--- config.mk ---
export PLATFORM = sky130hd
export DESIGN_NAME = vid_timing_seq
export DESIGN_NICKNAME = d
export VERILOG_FILES = /design/src/rtl/vts_pkg.sv /design/src/rtl/vts_pol_sync.sv /design/src/rtl/vts_shadow.sv /design/src/rtl/vts_line_ctr.sv /design/src/rtl/vts_frame_ctr.sv /design/src/rtl/vid_timing_seq.sv
export SDC_FILE = /design/constraint.sdc
export NUM_CORES = 1
export LEC_CHECK = 0
export ABC_AREA = 1
export BUFFER_PORTS_ARGS = -buffer_cell sky130_fd_sc_hd__buf_2
export CAP_MARGIN = 20
export CORE_ASPECT_RATIO = 0.9
export CORE_UTILIZATION = 31
export CTS_BUF_LIST = sky130_fd_sc_hd__clkbuf_4
export CTS_CLUSTER_DIAMETER = 50
export DETAILED_ROUTE_END_ITERATION = 8
export GPL_TIMING_DRIVEN = 0
export PLACE_DENSITY_LB_ADDON = 0.3
export SLEW_MARGIN = 20
export SYNTH_ARGS = -nofsm -noshare
export SYNTH_HDL_FRONTEND = slang
export SYNTH_HIERARCHICAL = 1
export SYNTH_SLANG_ARGS = --single-unit
--- constraint.sdc ---
create_clock -name clk -period 7.33 [get_ports clk]
set_input_delay 1.0995 -clock clk [delete_from_list [all_inputs] [get_ports clk]]
set_output_delay 1.0995 -clock clk [all_outputs]
set_load 0.02 [all_outputs]
--- src/rtl/vts_pkg.sv ---
package vts_pkg;

    typedef enum logic [1:0] {
        PH_SYNC  = 2'd0,
        PH_BACK  = 2'd1,
        PH_ACTV  = 2'd2,
        PH_FRONT = 2'd3
    } phase_e;

    typedef enum logic [1:0] {
        VM_PULSE = 2'd0,
        VM_EVENT = 2'd1,
        VM_BURST = 2'd2,
        VM_RSVD  = 2'd3
    } vmode_e;

    // low-power enable bit positions
    localparam int LPB_VSYNC = 0;
    localparam int LPB_VBACK = 1;
    localparam int LPB_VFRNT = 2;
    localparam int LPB_VACTV = 3;
    localparam int LPB_HBACK = 4;
    localparam int LPB_HFRNT = 5;

    localparam int CTL_W  = 5;
    localparam int CTL_VS = 1;

    // position against three cumulative segment ends
    function automatic phase_e seg_of(input logic [31:0] pos,
                                      input logic [31:0] e_sync,
                                      input logic [31:0] e_back,
                                      input logic [31:0] e_actv);
        if (pos < e_sync)      return PH_SYNC;
        else if (pos < e_back) return PH_BACK;
        else if (pos < e_actv) return PH_ACTV;
        else                   return PH_FRONT;
    endfunction

endpackage

--- src/rtl/vts_pol_sync.sv ---
module vts_pol_sync
    import vts_pkg::*;
(
    input  logic             clk,
    input  logic             rst_n,
    input  logic [CTL_W-1:0] ctl_in,
    input  logic [CTL_W-1:0] pol,
    input  logic             run,
    output logic [CTL_W-1:0] ctl_norm,
    output logic             start
);

    typedef struct packed {
        logic [CTL_W-1:0] norm;
        logic             vs_prev;
    } pol_st_t;

    pol_st_t s_d, s_q;

    always_comb begin
        s_d         = s_q;
        s_d.norm    = ctl_in ^ pol;
        s_d.vs_prev = s_q.norm[CTL_VS];
    end

    always_ff @(posedge clk or negedge rst_n) begin
        if (!rst_n) s_q <= '0;
        else        s_q <= s_d;
    end

    assign ctl_norm = s_q.norm;
    assign start    = s_q.norm[CTL_VS] && !s_q.vs_prev && !run;

    AST_NORM_LATENCY: assert property (@(posedge clk) disable iff (!rst_n)
        1'b1 |=> (ctl_norm == ($past(ctl_in) ^ $past(pol))))
        else $error("normalised controls lag wrong");

endmodule

--- src/rtl/vts_shadow.sv ---
module vts_shadow #(
    parameter int HW = 12,
    parameter int VW = 11
) (
    input  logic          clk,
    input  logic          rst_n,
    input  logic          load,
    input  logic [HW-1:0] in_hsa,
    input  logic [HW-1:0] in_hbp,
    input  logic [HW-1:0] in_hact,
    input  logic [HW-1:0] in_hline,
    input  logic [VW-1:0] in_vsa,
    input  logic [VW-1:0] in_vbp,
    input  logic [VW-1:0] in_vact,
    input  logic [VW-1:0] in_vfp,
    input  logic [1:0]    in_mode,
    input  logic [5:0]    in_lpen,
    output logic [HW-1:0] sh_hsa,
    output logic [HW-1:0] sh_hbp,
    output logic [HW-1:0] sh_hact,
    output logic [HW-1:0] sh_hline,
    output logic [VW-1:0] sh_vsa,
    output logic [VW-1:0] sh_vbp,
    output logic [VW-1:0] sh_vact,
    output logic [VW-1:0] sh_vfp,
    output logic [1:0]    sh_mode,
    output logic [5:0]    sh_lpen
);

    typedef struct packed {
        logic [HW-1:0] hsa;
        logic [HW-1:0] hbp;
        logic [HW-1:0] hact;
        logic [HW-1:0] hline;
        logic [VW-1:0] vsa;
        logic [VW-1:0] vbp;
        logic [VW-1:0] vact;
        logic [VW-1:0] vfp;
        logic [1:0]    mode;
        logic [5:0]    lpen;
    } cfg_t;

    cfg_t c_d, c_q;

    always_comb begin
        c_d = c_q;
        if (load) begin
            c_d.hsa   = in_hsa;
            c_d.hbp   = in_hbp;
            c_d.hact  = in_hact;
            c_d.hline = in_hline;
            c_d.vsa   = in_vsa;
            c_d.vbp   = in_vbp;
            c_d.vact  = in_vact;
            c_d.vfp   = in_vfp;
            c_d.mode  = in_mode;
            c_d.lpen  = in_lpen;
        end
    end

    always_ff @(posedge clk or negedge rst_n) begin
        if (!rst_n) c_q <= '0;
        else        c_q <= c_d;
    end

    assign sh_hsa   = c_q.hsa;
    assign sh_hbp   = c_q.hbp;
    assign sh_hact  = c_q.hact;
    assign sh_hline = c_q.hline;
    assign sh_vsa   = c_q.vsa;
    assign sh_vbp   = c_q.vbp;
    assign sh_vact  = c_q.vact;
    assign sh_vfp   = c_q.vfp;
    assign sh_mode  = c_q.mode;
    assign sh_lpen  = c_q.lpen;

endmodule

--- src/rtl/vts_line_ctr.sv ---
module vts_line_ctr
    import vts_pkg::*;
#(
    parameter int HW = 12
) (
    input  logic          clk,
    input  logic          rst_n,
    input  logic          start,
    input  logic          run,
    input  logic [HW-1:0] hsa,
    input  logic [HW-1:0] hbp,
    input  logic [HW-1:0] hact,
    input  logic [HW-1:0] hline,
    output logic [HW+1:0] hpos,
    output phase_e        hphase,
    output logic          line_end
);

    localparam int HCW = HW + 2;

    typedef struct packed {
        logic [HCW-1:0] cnt;
    } line_st_t;

    line_st_t s_d, s_q;
    logic [HCW-1:0] e_sync, e_back, e_actv, len, last;

    always_comb begin
        e_sync = HCW'(hsa);
        e_back = e_sync + HCW'(hbp);
        e_actv = e_back + HCW'(hact);
        len    = (HCW'(hline) > e_actv) ? HCW'(hline) : e_actv;
        if (len == '0) len = HCW'(1);
        last     = len - HCW'(1);
        line_end = run && (s_q.cnt == last);

        s_d = s_q;
        if (start)    s_d.cnt = '0;
        else if (run) s_d.cnt = line_end ? '0 : s_q.cnt + HCW'(1);
        else          s_d.cnt = '0;
    end

    always_ff @(posedge clk or negedge rst_n) begin
        if (!rst_n) s_q <= '0;
        else        s_q <= s_d;
    end

    assign hpos   = s_q.cnt;
    assign hphase = seg_of(32'(s_q.cnt), 32'(e_sync), 32'(e_back), 32'(e_actv));

    AST_HPOS_STEP: assert property (@(posedge clk) disable iff (!rst_n)
        (run && !line_end) |=> (s_q.cnt == $past(s_q.cnt) + HCW'(1)))
        else $error("line position skipped");
    AST_HPOS_IN_LINE: assert property (@(posedge clk) disable iff (!rst_n)
        run |-> (s_q.cnt < len))
        else $error("line position past line length");
    AST_IDLE_HOME: assert property (@(posedge clk) disable iff (!rst_n)
        !run |-> (s_q.cnt == '0))
        else $error("line position not home while idle");

endmodule

--- src/rtl/vts_frame_ctr.sv ---
module vts_frame_ctr
    import vts_pkg::*;
#(
    parameter int VW = 11
) (
    input  logic          clk,
    input  logic          rst_n,
    input  logic          start,
    input  logic          line_end,
    input  logic [VW-1:0] vsa,
    input  logic [VW-1:0] vbp,
    input  logic [VW-1:0] vact,
    input  logic [VW-1:0] vfp,
    output logic          run,
    output logic [VW+1:0] vline,
    output phase_e        vphase
);

    localparam int VCW = VW + 2;

    typedef struct packed {
        logic           run;
        logic [VCW-1:0] cnt;
    } frame_st_t;

    frame_st_t s_d, s_q;
    logic [VCW-1:0] e_sync, e_back, e_actv, tot, last;

    always_comb begin
        e_sync = VCW'(vsa);
        e_back = e_sync + VCW'(vbp);
        e_actv = e_back + VCW'(vact);
        tot    = e_actv + VCW'(vfp);
        if (tot == '0) tot = VCW'(1);
        last = tot - VCW'(1);

        s_d = s_q;
        if (start) begin
            s_d.run = 1'b1;
            s_d.cnt = '0;
        end else if (line_end) begin
            if (s_q.cnt == last) begin
                s_d.run = 1'b0;
                s_d.cnt = '0;
            end else begin
                s_d.cnt = s_q.cnt + VCW'(1);
            end
        end
    end

    always_ff @(posedge clk or negedge rst_n) begin
        if (!rst_n) s_q <= '0;
        else        s_q <= s_d;
    end

    assign run    = s_q.run;
    assign vline  = s_q.cnt;
    assign vphase = seg_of(32'(s_q.cnt), 32'(e_sync), 32'(e_back), 32'(e_actv));

    AST_VLINE_HOLD: assert property (@(posedge clk) disable iff (!rst_n)
        (s_q.run && !line_end) |=> $stable(s_q.cnt))
        else $error("line index moved mid-line");
    AST_VLINE_RANGE: assert property (@(posedge clk) disable iff (!rst_n)
        s_q.run |-> (s_q.cnt < tot))
        else $error("line index past frame");

endmodule

--- src/rtl/vid_timing_seq.sv ---
module vid_timing_seq
    import vts_pkg::*;
#(
    parameter int HW = 12,
    parameter int VW = 11
) (
    input  logic             clk,
    input  logic             rst_n,
    input  logic [HW-1:0]    cfg_hsa,
    input  logic [HW-1:0]    cfg_hbp,
    input  logic [HW-1:0]    cfg_hact,
    input  logic [HW-1:0]    cfg_hline,
    input  logic [VW-1:0]    cfg_vsa,
    input  logic [VW-1:0]    cfg_vbp,
    input  logic [VW-1:0]    cfg_vact,
    input  logic [VW-1:0]    cfg_vfp,
    input  logic [1:0]       cfg_mode,
    input  logic [5:0]       cfg_lpen,
    input  logic [CTL_W-1:0] cfg_pol,
    input  logic [CTL_W-1:0] ctl_in,
    output logic [CTL_W-1:0] ctl_norm,
    output logic             busy,
    output logic             frame_start,
    output logic [HW+1:0]    hpos,
    output logic [1:0]       hphase,
    output logic [VW+1:0]    vline,
    output logic [1:0]       vphase,
    output logic             lp_ok
);

    logic          start, line_end;
    logic [HW-1:0] sh_hsa, sh_hbp, sh_hact, sh_hline;
    logic [VW-1:0] sh_vsa, sh_vbp, sh_vact, sh_vfp;
    logic [1:0]    sh_mode;
    logic [5:0]    sh_lpen;
    phase_e        ph_h, ph_v, ph_h_eff;
    vmode_e        mode;

    vts_pol_sync u_pol (
        .clk(clk), .rst_n(rst_n), .ctl_in(ctl_in), .pol(cfg_pol),
        .run(busy), .ctl_norm(ctl_norm), .start(start)
    );

    vts_shadow #(.HW(HW), .VW(VW)) u_shadow (
        .clk(clk), .rst_n(rst_n), .load(start),
        .in_hsa(cfg_hsa), .in_hbp(cfg_hbp), .in_hact(cfg_hact), .in_hline(cfg_hline),
        .in_vsa(cfg_vsa), .in_vbp(cfg_vbp), .in_vact(cfg_vact), .in_vfp(cfg_vfp),
        .in_mode(cfg_mode), .in_lpen(cfg_lpen),
        .sh_hsa(sh_hsa), .sh_hbp(sh_hbp), .sh_hact(sh_hact), .sh_hline(sh_hline),
        .sh_vsa(sh_vsa), .sh_vbp(sh_vbp), .sh_vact(sh_vact), .sh_vfp(sh_vfp),
        .sh_mode(sh_mode), .sh_lpen(sh_lpen)
    );

    vts_line_ctr #(.HW(HW)) u_line (
        .clk(clk), .rst_n(rst_n), .start(start), .run(busy),
        .hsa(sh_hsa), .hbp(sh_hbp), .hact(sh_hact), .hline(sh_hline),
        .hpos(hpos), .hphase(ph_h), .line_end(line_end)
    );

    vts_frame_ctr #(.VW(VW)) u_frame (
        .clk(clk), .rst_n(rst_n), .start(start), .line_end(line_end),
        .vsa(sh_vsa), .vbp(sh_vbp), .vact(sh_vact), .vfp(sh_vfp),
        .run(busy), .vline(vline), .vphase(ph_v)
    );

    assign mode        = vmode_e'(sh_mode);
    assign hphase      = busy ? ph_h : PH_SYNC;
    assign vphase      = busy ? ph_v : PH_SYNC;
    assign frame_start = busy && (hpos == '0) && (vline == '0);

    always_comb begin
        ph_h_eff = (ph_h == PH_SYNC) ? PH_BACK : ph_h;
        lp_ok    = 1'b0;
        if (!busy) begin
            lp_ok = 1'b1;
        end else if ((ph_h == PH_SYNC) && ((mode == VM_PULSE) || (mode == VM_RSVD))) begin
            lp_ok = 1'b0;
        end else if (ph_v != PH_ACTV) begin
            case (ph_v)
                PH_SYNC: lp_ok = sh_lpen[LPB_VSYNC];
                PH_BACK: lp_ok = sh_lpen[LPB_VBACK];
                default: lp_ok = sh_lpen[LPB_VFRNT];
            endcase
        end else begin
            case (ph_h_eff)
                PH_BACK:  lp_ok = sh_lpen[LPB_HBACK];
                PH_FRONT: lp_ok = (mode == VM_BURST) ? sh_lpen[LPB_VACTV] : sh_lpen[LPB_HFRNT];
                default:  lp_ok = 1'b0;
            endcase
        end
    end

    AST_START_FROM_EDGE: assert property (@(posedge clk) disable iff (!rst_n)
        $rose(busy) |-> $past(ctl_norm[CTL_VS]))
        else $error("frame began without sync edge");
    AST_CFG_FROZEN: assert property (@(posedge clk) disable iff (!rst_n)
        (busy && $past(busy)) |->
            $stable({sh_hsa, sh_hbp, sh_hact, sh_hline, sh_vsa, sh_vbp, sh_vact, sh_vfp, sh_mode, sh_lpen}))
        else $error("settings changed inside a frame");
    AST_NO_LP_PAYLOAD: assert property (@(posedge clk) disable iff (!rst_n)
        (busy && (hphase == 2'd2) && (vphase == 2'd2)) |-> !lp_ok)
        else $error("low power during payload");

endmodule

==> impl_metrics.json, run 1 <==
{
  "reg2regPathDepth": 51,
  "critPathLaunchType": "flip-flop",
  "fin_skew_ns": 0.0313,
  "endpoint_kind": "flip-flop",
  "grt_pass1_vias": 11500,
  "hold_path.class": "input pin to asynchronous set/reset pin",
  "rr_endpoint": "u_frame/vline[6]",
  "yosysSeqAreaShare": 0.274,
  "cp.required_ns": 7.88,
  "rows": 68,
  "wl_mm": 38.3,
  "cap_violations": 0,
  "critPathKind": "flip-flop to flip-flop",
  "holdWs_ns": 0.393,
  "syn_to_final_growth_pct": 23.9,
  "cts_buffers": 17,
  "gp_congestion": 0.882,
  "worst_pin_slew_ns": 0.679,
  "gr-usage-all-layers": 0.191,
  "fill_cells": 4094,
  "cpMostUsedCell": "nand2_1",
  "io_buffers": 150,
  "drc": 0,
  "syn_area_sq_um": 12200,
  "path_max_fanout": 6,
  "die_x_um": 211,
  "drive_above_1_share": 0.241,
  "clock_sinks": 134,
  "setup_viol": 0,
  "grt_max_degree": 92,
  "cts_htree_levels": 4,
  "cp.arrival_ns": 7.86,
  "synth-main-ff-cell": "dfrtp_1",
  "critPathSlowestCell": "dfrtp_1",
  "rr_startpoint": "u_shadow/sh_hbp[0]",
  "num-nets-final": 2241,
  "avgRoutedWirePerCell_um": 15.2,
  "final_cells": 2523,
  "rsz0062_at_grt": "yes",
  "max_clock_freq_mhz": 137,
  "syn-num-nets": 1997,
  "ys_seq_elements": 134,
  "worstSkewPairLatency_ns": 0.60,
  "hpwl_mm": 29.6,
  "synth.distinct_cells": 55,
  "synthArstFlopShare": 1.00,
  "design.core.area_sq_um": 38600,
  "maxSlewViolCount": 0,
  "ctsLongestPathBuffers": 2,
  "period_share": 0.998,
  "yosys_warnings": 6,
  "cp_slowest_stage_delay_ns": 0.42,
  "io_pins": 151,
  "grt_overflow": 0,
  "netlist_instances": 1736,
  "numPlacedInstances": 2412,
  "dr.pass1.iters": 8,
  "antenna_found_initial": 6,
  "grt_pass1_wl_mm": 60.1,
  "outcome": "finished clean",
  "clk_pin_slew_ns": 0.15,
  "hold_viol": 0,
  "synth_edf_count": 0,
  "synth.avg_cell_area_sq_um": 7.05,
  "initial_utilization": 0.317,
  "tritoncts": "built",
  "drt_iter0_drc": 640,
  "drt-vias-per-instance": 4.70,
  "die_h_um": 191,
  "worst-r2r-setup-slack_ns": 0.02,
  "die-area_sq_um": 40300,
  "period_needed_ns": 7.31,
  "antenna_left": 0,
  "vias": 11900,
  "ctsHoldBuffers": 0,
  "slew_headroom": 0.548,
  "cts-root-buf": "clkbuf_4"
}
## metal layers
layer | up-vias | GRT usage | routed length [um]
li1 | 6007 | - | -
met1 | 5551 | 0.259 | 18200
met2 | 256 | 0.305 | 17200
met3 | 50 | 0.0357 | 1910
met4 | 4 | 0.0619 | 912
met5 | - | 0 | 25
## cell families (layout without fill, tap and decap cells)
group	after synthesis	count (layout)	share of synthesized area
simple gates	934	936	0.325
buf+inv	281	536	0.0982
compound gates	152	152	0.0822
fa+ha+maj	149	149	0.155
flops	134	134	0.274
xor+xnor	86	86	0.0658
other cells	0	5	0
## flip-flops by register name, summed over array words and instances (netlist names)
name and cells:
u_shadow/sh_hline 12, u_line/hpos 14, u_shadow/sh_hact 12, u_shadow/sh_vact 11, u_shadow/sh_lpen 6, u_pol/s_q 1, u_shadow/sh_vsa 11, u_shadow/sh_mode 2
u_frame/vline 13, u_shadow/sh_hbp 12, u_frame/run 1, u_shadow/sh_vfp 11, u_pol/ctl_norm 5, u_shadow/sh_vbp 11, u_shadow/sh_hsa 12
## worst max path at each step
stage | start | end | slack [ns] | depth (start not counted)
floorplan | u_shadow/sh_hsa[2] | u_frame/vline[12] | 0.20 | 53
global placement | u_shadow/sh_hsa[2] | u_frame/vline[12] | -1.59 | 53
global route | u_shadow/sh_hbp[0] | u_frame/vline[6] | -0.42 | 52
detailed placement | u_shadow/sh_hsa[2] | u_frame/vline[12] | -1.63 | 53
CTS | u_shadow/sh_hbp[1] | u_frame/vline[12] | 0.001 | 54
finish | u_shadow/sh_hbp[0] | u_frame/vline[6] | 0.02 | 51
## cells in the final DEF, fill, tap and decap left out, types with 17 or more instances in the layout
cell type / instances
xor2_1: 52
nor2_1: 93
buf_4: 74
nand3_1: 95
nand4_1: 31
nand2_1: 600
a21oi_1: 62
ha_1: 129
a21oi_2: 22
nand2_2: 47
inv_2: 21
buf_6: 17
inv_1: 223
dfrtp_1: 134
buf_2: 159
clkbuf_4: 18
## layout make-up
cell class / instances / area [sq um] / area share
multi-input combinational: 1323 / 8280 / 0.546
clock inverter: 14 / 175 / 0.0115
clock buffer: 18 / 135 / 0.00891
buffer: 33 / 277 / 0.0182
sequential: 134 / 3350 / 0.221
timing repair buffer: 223 / 1350 / 0.0892
inverter: 248 / 931 / 0.0614
tap: 525 / 657 / 0.0433
antenna: 5 / 12.5 / 0.000825
## worst max-delay path, delay by kind of cell, from the launching register on
| family | cells | cell delay (ns) |
|---|---|---|
| compound gates | 6 | 1.05 |
| flops | 1 | 0.42 |
| buf+inv | 9 | 0.86 |
| xor+xnor | 3 | 0.67 |
| simple gates | 28 | 2.91 |
| fa+ha+maj | 5 | 1.32 |
## cell usage after synthesis (15+ instances only)
cell type    n  area share
nand4_1     31       0.016
ha_1       144        0.15
dfrtp_1    134        0.27
xnor2_1     18       0.013
a21oi_2     16       0.011
nand2_2     28       0.014
o21ai_0     16      0.0065
buf_6       15       0.014
nand3_1    103       0.042
nand2_1    619        0.19
xor2_1      64       0.046
nor2_1     100       0.031
inv_1      232       0.071
a21oi_1     69       0.028
## per-stage QoR
stage / setup slack [ns] / TNS [ns] / cell area (sq um) / util
after floorplan: 0.203 / 0 / 12200 / -
after global placement: -1.59 / -15.41 / 13600 / 0.353
after detailed placement: -1.63 / -15.34 / 13700 / 0.354
after CTS: 0.00103 / 0 / 14700 / 0.380
after global routing: -0.416 / -2.67 / 15200 / 0.393
final: 0.0152 / 0 / 15200 / 0.393
## timing repair
action	4_1_cts	5_1_grt
buffers inserted	52	20
setup endpoints to repair	15	13
cloned	2	0
gates resized for setup	58	64
pin swaps	45	52
Power of run 1 is not shown: default switching activity piles up to over one toggle a cycle in this logic, so the estimate is an artifact.
==> run 2, diff against run 1 <==
--- a/config.mk
+++ b/config.mk
@@ -10,7 +10,6 @@
 export CAP_MARGIN = 20
 export CORE_ASPECT_RATIO = 0.9
 export CORE_UTILIZATION = 31
-export CTS_BUF_LIST = sky130_fd_sc_hd__clkbuf_4
 export CTS_CLUSTER_DIAMETER = 50
 export DETAILED_ROUTE_END_ITERATION = 8
 export GPL_TIMING_DRIVEN = 0
==> run 2 against run 1 <==
Sequential share of layout area shrank 0.57 points. Via count hardly changed. Clock skew down 0.021 ns. Critical path depth is 1 higher. Non-clock buffer count shrank 2. First-iteration DRC count grew 0.94%. Wire length increased by 0.79%. Sequential cell count unchanged. Hold slack better by 0.021 ns. Critical path type unchanged.
==> impl_metrics.json, run 2 (synthesis results as in run 1) <==
{
  "cts_htree_levels": 4,
  "largest_reg_flops": 14,
  "dr.pass1.iters": 6,
  "fin_skew_ns": 0.0102,
  "wl_mm": 38.6,
  "io_pins": 151,
  "maxSlewViolCount": 0,
  "avgRoutedWirePerCell_um": 15.3,
  "outcome": "finished clean",
  "slew_headroom": 0.537,
  "reg2regPathDepth": 52,
  "antenna_found_initial": 4,
  "cts_buffers": 17,
  "final_cell_mix": "nand2_1 (590), inv_1 (223), buf_2 (159)",
  "worst-r2r-setup-slack_ns": 0.03,
  "drc": 0,
  "numPlacedInstances": 2412,
  "gp_congestion": 0.882,
  "vias": 11900,
  "io_buffers": 150,
  "mostFrequentLayoutCell": "nand2_1",
  "endpoint_kind": "flip-flop",
  "path_max_fanout": 5,
  "gr-usage-met1": 0.263,
  "rr_startpoint": "u_shadow/sh_hbp[0]",
  "setup_viol": 0,
  "die_x_um": 211,
  "gr-usage-all-layers": 0.192,
  "finalInstanceArea_sq_um": 15600,
  "design.core.area_sq_um": 38600,
  "die_h_um": 191,
  "hold_viol": 0,
  "num-nets-final": 2239,
  "dpl_cell_area_sq_um": 13700,
  "grtUsageMet3": 0.0316,
  "drive_above_1_share": 0.246,
  "rr_endpoint": "u_frame/vline[8]",
  "critPathKind": "flip-flop to flip-flop",
  "critPathLaunchType": "flip-flop",
  "cp.arrival_ns": 7.67,
  "initial_utilization": 0.317,
  "max_clock_freq_mhz": 137,
  "ctsLongestPathBuffers": 2,
  "hold_path_depth": 0,
  "drt-vias-per-instance": 4.72,
  "antenna_left": 0,
  "hpwl_mm": 29.6,
  "clock_sinks": 134,
  "grt_pass1_vias": 11500,
  "critPathSlowestCell": "dfrtp_1",
  "grt_overflow": 0,
  "worst_pin_slew_ns": 0.695,
  "ctsHoldBuffers": 0,
  "period_needed_ns": 7.30,
  "period_share": 0.996,
  "grt-busiest-layer": "met2",
  "cp.required_ns": 7.71,
  "die-area_sq_um": 40300,
  "grt_max_degree": 92,
  "cap_violations": 0,
  "use_met2": 0.308,
  "cp_slowest_stage_delay_ns": 0.39,
  "whs_endpoint": "u_pol/s_q[0]",
  "grt_pass1_wl_mm": 60.4,
  "tritoncts": "built",
  "syn_to_final_growth_pct": 27.2,
  "final_cells": 2518,
  "hold_path.class": "flip-flop to flip-flop",
  "clk_pin_slew_ns": 0.07,
  "rows": 68,
  "cts-root-buf": "clkbuf_16",
  "drt_iter0_drc": 646,
  "rsz0062_at_grt": "yes",
  "worstSkewPairLatency_ns": 0.44,
  "hp-start": "u_pol/ctl_norm[1]"
}
==> run 2: worst max path at each step <==
| stage | startpoint | end | cells past startpoint | slack [ns] |
|---|---|---|---|---|
| finish | u_shadow/sh_hbp[0] | u_frame/vline[8] | 52 | 0.03 |
| global route | u_shadow/sh_hbp[0] | u_frame/vline[12] | 53 | -0.30 |
| CTS | u_shadow/sh_hbp[1] | u_frame/vline[12] | 53 | 0.009 |
| detailed placement | u_shadow/sh_hsa[2] | u_frame/vline[12] | 53 | -1.63 |
| global placement | u_shadow/sh_hsa[2] | u_frame/vline[12] | 53 | -1.59 |
| floorplan | u_shadow/sh_hsa[2] | u_frame/vline[12] | 53 | 0.20 |
==> run 2: worst max-delay path, delay by kind of cell, from the launching register on <==
family                     cells  cell delay, ns
and+or+nand+nor               29            3.07
AOI/OAI and AO/OA              5            0.84
buffers and inverters          9            0.95
DFF                            1            0.39
xor gates and xnor gates       4            0.78
adders and majority gates      5            1.21
==> run 2: cell type report <==
type | count | area, sq um
Tap cell | 525 | 657
Timing Repair Buffer | 221 | 1340
Sequential cell | 134 | 3350
Multi-Input combinational cell | 1323 | 8400
Clock inverter | 14 | 175
Clock buffer | 18 | 429
Fill cell | 4031 | 23100
Inverter | 248 | 932
Buffer | 33 | 277
Antenna cell | 2 | 5.00
==> run 2: metrics by stage <==
step                TNS [ns]  setup slack, ns  hold WS (ns)   util
floorplan                  0            0.203         0.375      -
global placement      -15.41            -1.59         0.394  0.353
detailed placement    -15.34            -1.63         0.398  0.354
CTS                        0          0.00943         0.416  0.389
global route           -1.31           -0.295         0.444  0.403
finish                     0           0.0311         0.414  0.403
==> run 2: timing repair <==
item,4_1_cts,5_1_grt
cloned,2,0
resized for setup,66,83
pin swaps,51,68
buffers inserted,52,21
endpoints found under the setup margin,14,12
==> run 2: layer usage <==
metal,part of all wire,vias to the layer above,wire (um)
met2,0.45,287,17300
met4,0.024,4,932
met5,0.00065,-,25
met1,0.48,5524,18300
met3,0.051,58,1960
li1,-,6006,-
Power of run 2 is left out for the same reason.
==> run 3, diff against run 2 <==
--- a/config.mk
+++ b/config.mk
@@ -13,7 +13,8 @@
 export CTS_CLUSTER_DIAMETER = 50
 export DETAILED_ROUTE_END_ITERATION = 8
 export GPL_TIMING_DRIVEN = 0
-export PLACE_DENSITY_LB_ADDON = 0.3
+export MAX_ROUTING_LAYER = met4
+export PLACE_DENSITY = 0.51
 export SLEW_MARGIN = 20
 export SYNTH_ARGS = -nofsm -noshare
 export SYNTH_HDL_FRONTEND = slang
==> constraint.sdc (replaced) <==
create_clock -name clk -period 7.33 [get_ports clk]
set_input_delay 0.733 -clock clk [delete_from_list [all_inputs] [get_ports clk]]
set_output_delay 0.733 -clock clk [all_outputs]
set_load 0.02 [all_outputs]
==> run 3 against run 2 <==
Maximum frequency is 0.12% higher. Core utilization about the same. Non-clock buffer count is 7 higher. Clock skew up 0.0021 ns. Final cell count up 0.28%. Sequential share of layout area barely moved. Cell area is essentially flat. Clock-buffer cell count grew 3. Global-route usage rose by 0.71 points. Register-to-register slack about the same. Hold slack worse by 0.23 ns. Highest routed layer is now met4.
==> impl_metrics.json, run 3 (synthesis results as in run 1) <==
{
  "outcome": "finished clean",
  "mostFrequentLayoutCell": "nand2_1",
  "rr_startpoint": "u_shadow/sh_hsa[0]",
  "grt_pass1_vias": 11500,
  "worstSkewPairLatency_ns": 0.45,
  "rsz0062_at_grt": "yes",
  "cp_slowest_stage_delay_ns": 0.37,
  "path_max_fanout": 6,
  "ctsLongestPathBuffers": 2,
  "rows": 68,
  "final_cell_mix": "nand2_1 (595), inv_1 (226), buf_2 (159)",
  "cp.arrival_ns": 7.62,
  "dpl_cell_area_sq_um": 13700,
  "grt_pass1_wl_mm": 60.4,
  "antenna_found_initial": 1,
  "io_buffers": 150,
  "rr_endpoint": "u_frame/vline[11]",
  "clk_pin_slew_ns": 0.06,
  "ctsHoldBuffers": 0,
  "die-area_sq_um": 40300,
  "worst_pin_slew_ns": 0.611,
  "cts-root-buf": "clkbuf_16",
  "num-nets-final": 2247,
  "cap_violations": 0,
  "setup_viol": 0,
  "period_needed_ns": 7.29,
  "io_pins": 151,
  "critPathKind": "flip-flop to flip-flop",
  "critPathLaunchType": "flip-flop",
  "drt_iter0_drc": 720,
  "tritoncts": "built",
  "drc": 0,
  "gr-usage-all-layers": 0.199,
  "dr.pass1.iters": 5,
  "fin_skew_ns": 0.0123,
  "hold_path.class": "input pin to asynchronous set/reset pin",
  "maxSlewViolCount": 0,
  "drt-vias-per-instance": 4.61,
  "avgRoutedWirePerCell_um": 15.2,
  "cpMostUsedCell": "nand2_1",
  "cts_buffers": 17,
  "drive_above_1_share": 0.242,
  "antenna_left": 0,
  "hold_viol": 0,
  "timing.critical_path.buf_inv": 6,
  "slew_headroom": 0.582,
  "grt_max_degree": 88,
  "finalInstanceArea_sq_um": 15600,
  "vias": 11600,
  "gp_congestion": 0.899,
  "reg2regPathDepth": 49,
  "grt_overflow": 0,
  "critPathSlowestCell": "dfrtp_1",
  "endpoint_kind": "flip-flop",
  "syn_to_final_growth_pct": 27.1,
  "max_clock_freq_mhz": 137,
  "largest_reg_flops": 14,
  "period_share": 0.995,
  "initial_utilization": 0.317,
  "clock_sinks": 134,
  "critPathTopFamily": "simple AND/OR/NAND/NOR gates",
  "hpwl_mm": 29.8,
  "worst-r2r-setup-slack_ns": 0.04,
  "die_x_um": 211,
  "design.core.area_sq_um": 38600,
  "cp.required_ns": 7.66,
  "wl_mm": 38.3,
  "die_h_um": 191,
  "cts_htree_levels": 4
}
run 3: changes by cell type in the layout (fill, tap and decap cells not counted), moves of 4 or more:
cell / previous run / this run
nand2_1: 590 / 595
xor2_1: 52 / 56
inv_2: 21 / 16
buf_6: 17 / 12
nor2_1: 93 / 89
buf_4: 72 / 79
nand2_2: 52 / 47
run 3: timing repair:
item                       CTS  global route
resized for setup           78            54
pin swaps                   52            51
gates cloned                 2             3
hold endpoints to repair     0             0
buffers inserted            57            21
setup endpoints to repair   14            26
run 3: area by class of cell:
| cell class | count | area [sq um] |
|---|---|---|
| Fill cell | 4104 | 23100 |
| Multi-Input combinational cell | 1324 | 8310 |
| Sequential cell | 134 | 3350 |
| Timing Repair Buffer | 228 | 1430 |
| Inverter | 248 | 937 |
| Tap cell | 525 | 657 |
| Clock buffer | 21 | 470 |
| Buffer | 33 | 284 |
| Clock inverter | 11 | 123 |
| Antenna cell | 1 | 2.50 |
run 3: worst max path at each step:
| stage | cells past startpoint | endpoint | slack [ns] | start |
|---|---|---|---|---|
| 4_1_cts | 56 | u_frame/vline[12] | 0.002 | u_shadow/sh_hbp[1] |
| 5_1_grt | 54 | u_frame/vline[11] | -0.43 | u_shadow/sh_hbp[2] |
| 3_5_place_dp | 52 | u_frame/vline[12] | -1.52 | u_shadow/sh_hsa[2] |
| 6_report | 49 | u_frame/vline[11] | 0.04 | u_shadow/sh_hsa[0] |
| 2_1_floorplan | 53 | u_frame/vline[12] | 0.20 | u_shadow/sh_hsa[2] |
| 3_3_place_gp | 52 | u_frame/vline[12] | -1.50 | u_shadow/sh_hsa[2] |
run 3: layer usage:
layer	up-vias	part of all wire	global-route usage	wire (um)
met5	-	0	-	0
li1	6026	-	-	-
met4	0	0.014	0.0546	538
met2	220	0.45	0.304	17200
met3	32	0.036	0.0292	1380
met1	5370	0.50	0.274	19200
run 3: stage by stage:
stage               setup slack (ns)  cells  utilization  hold WS (ns)  TNS [ns]
global route                  -0.433   2525        0.403         0.202     -5.81
global placement               -1.50   2411        0.353         0.396    -13.73
detailed placement             -1.52   2412        0.354         0.389    -14.27
floorplan                      0.203   1736            -         0.375         0
finish                        0.0401   2525        0.403         0.188         0
CTS                          0.00216   2503        0.391         0.184         0
Power of run 3 is left out for the same reason.
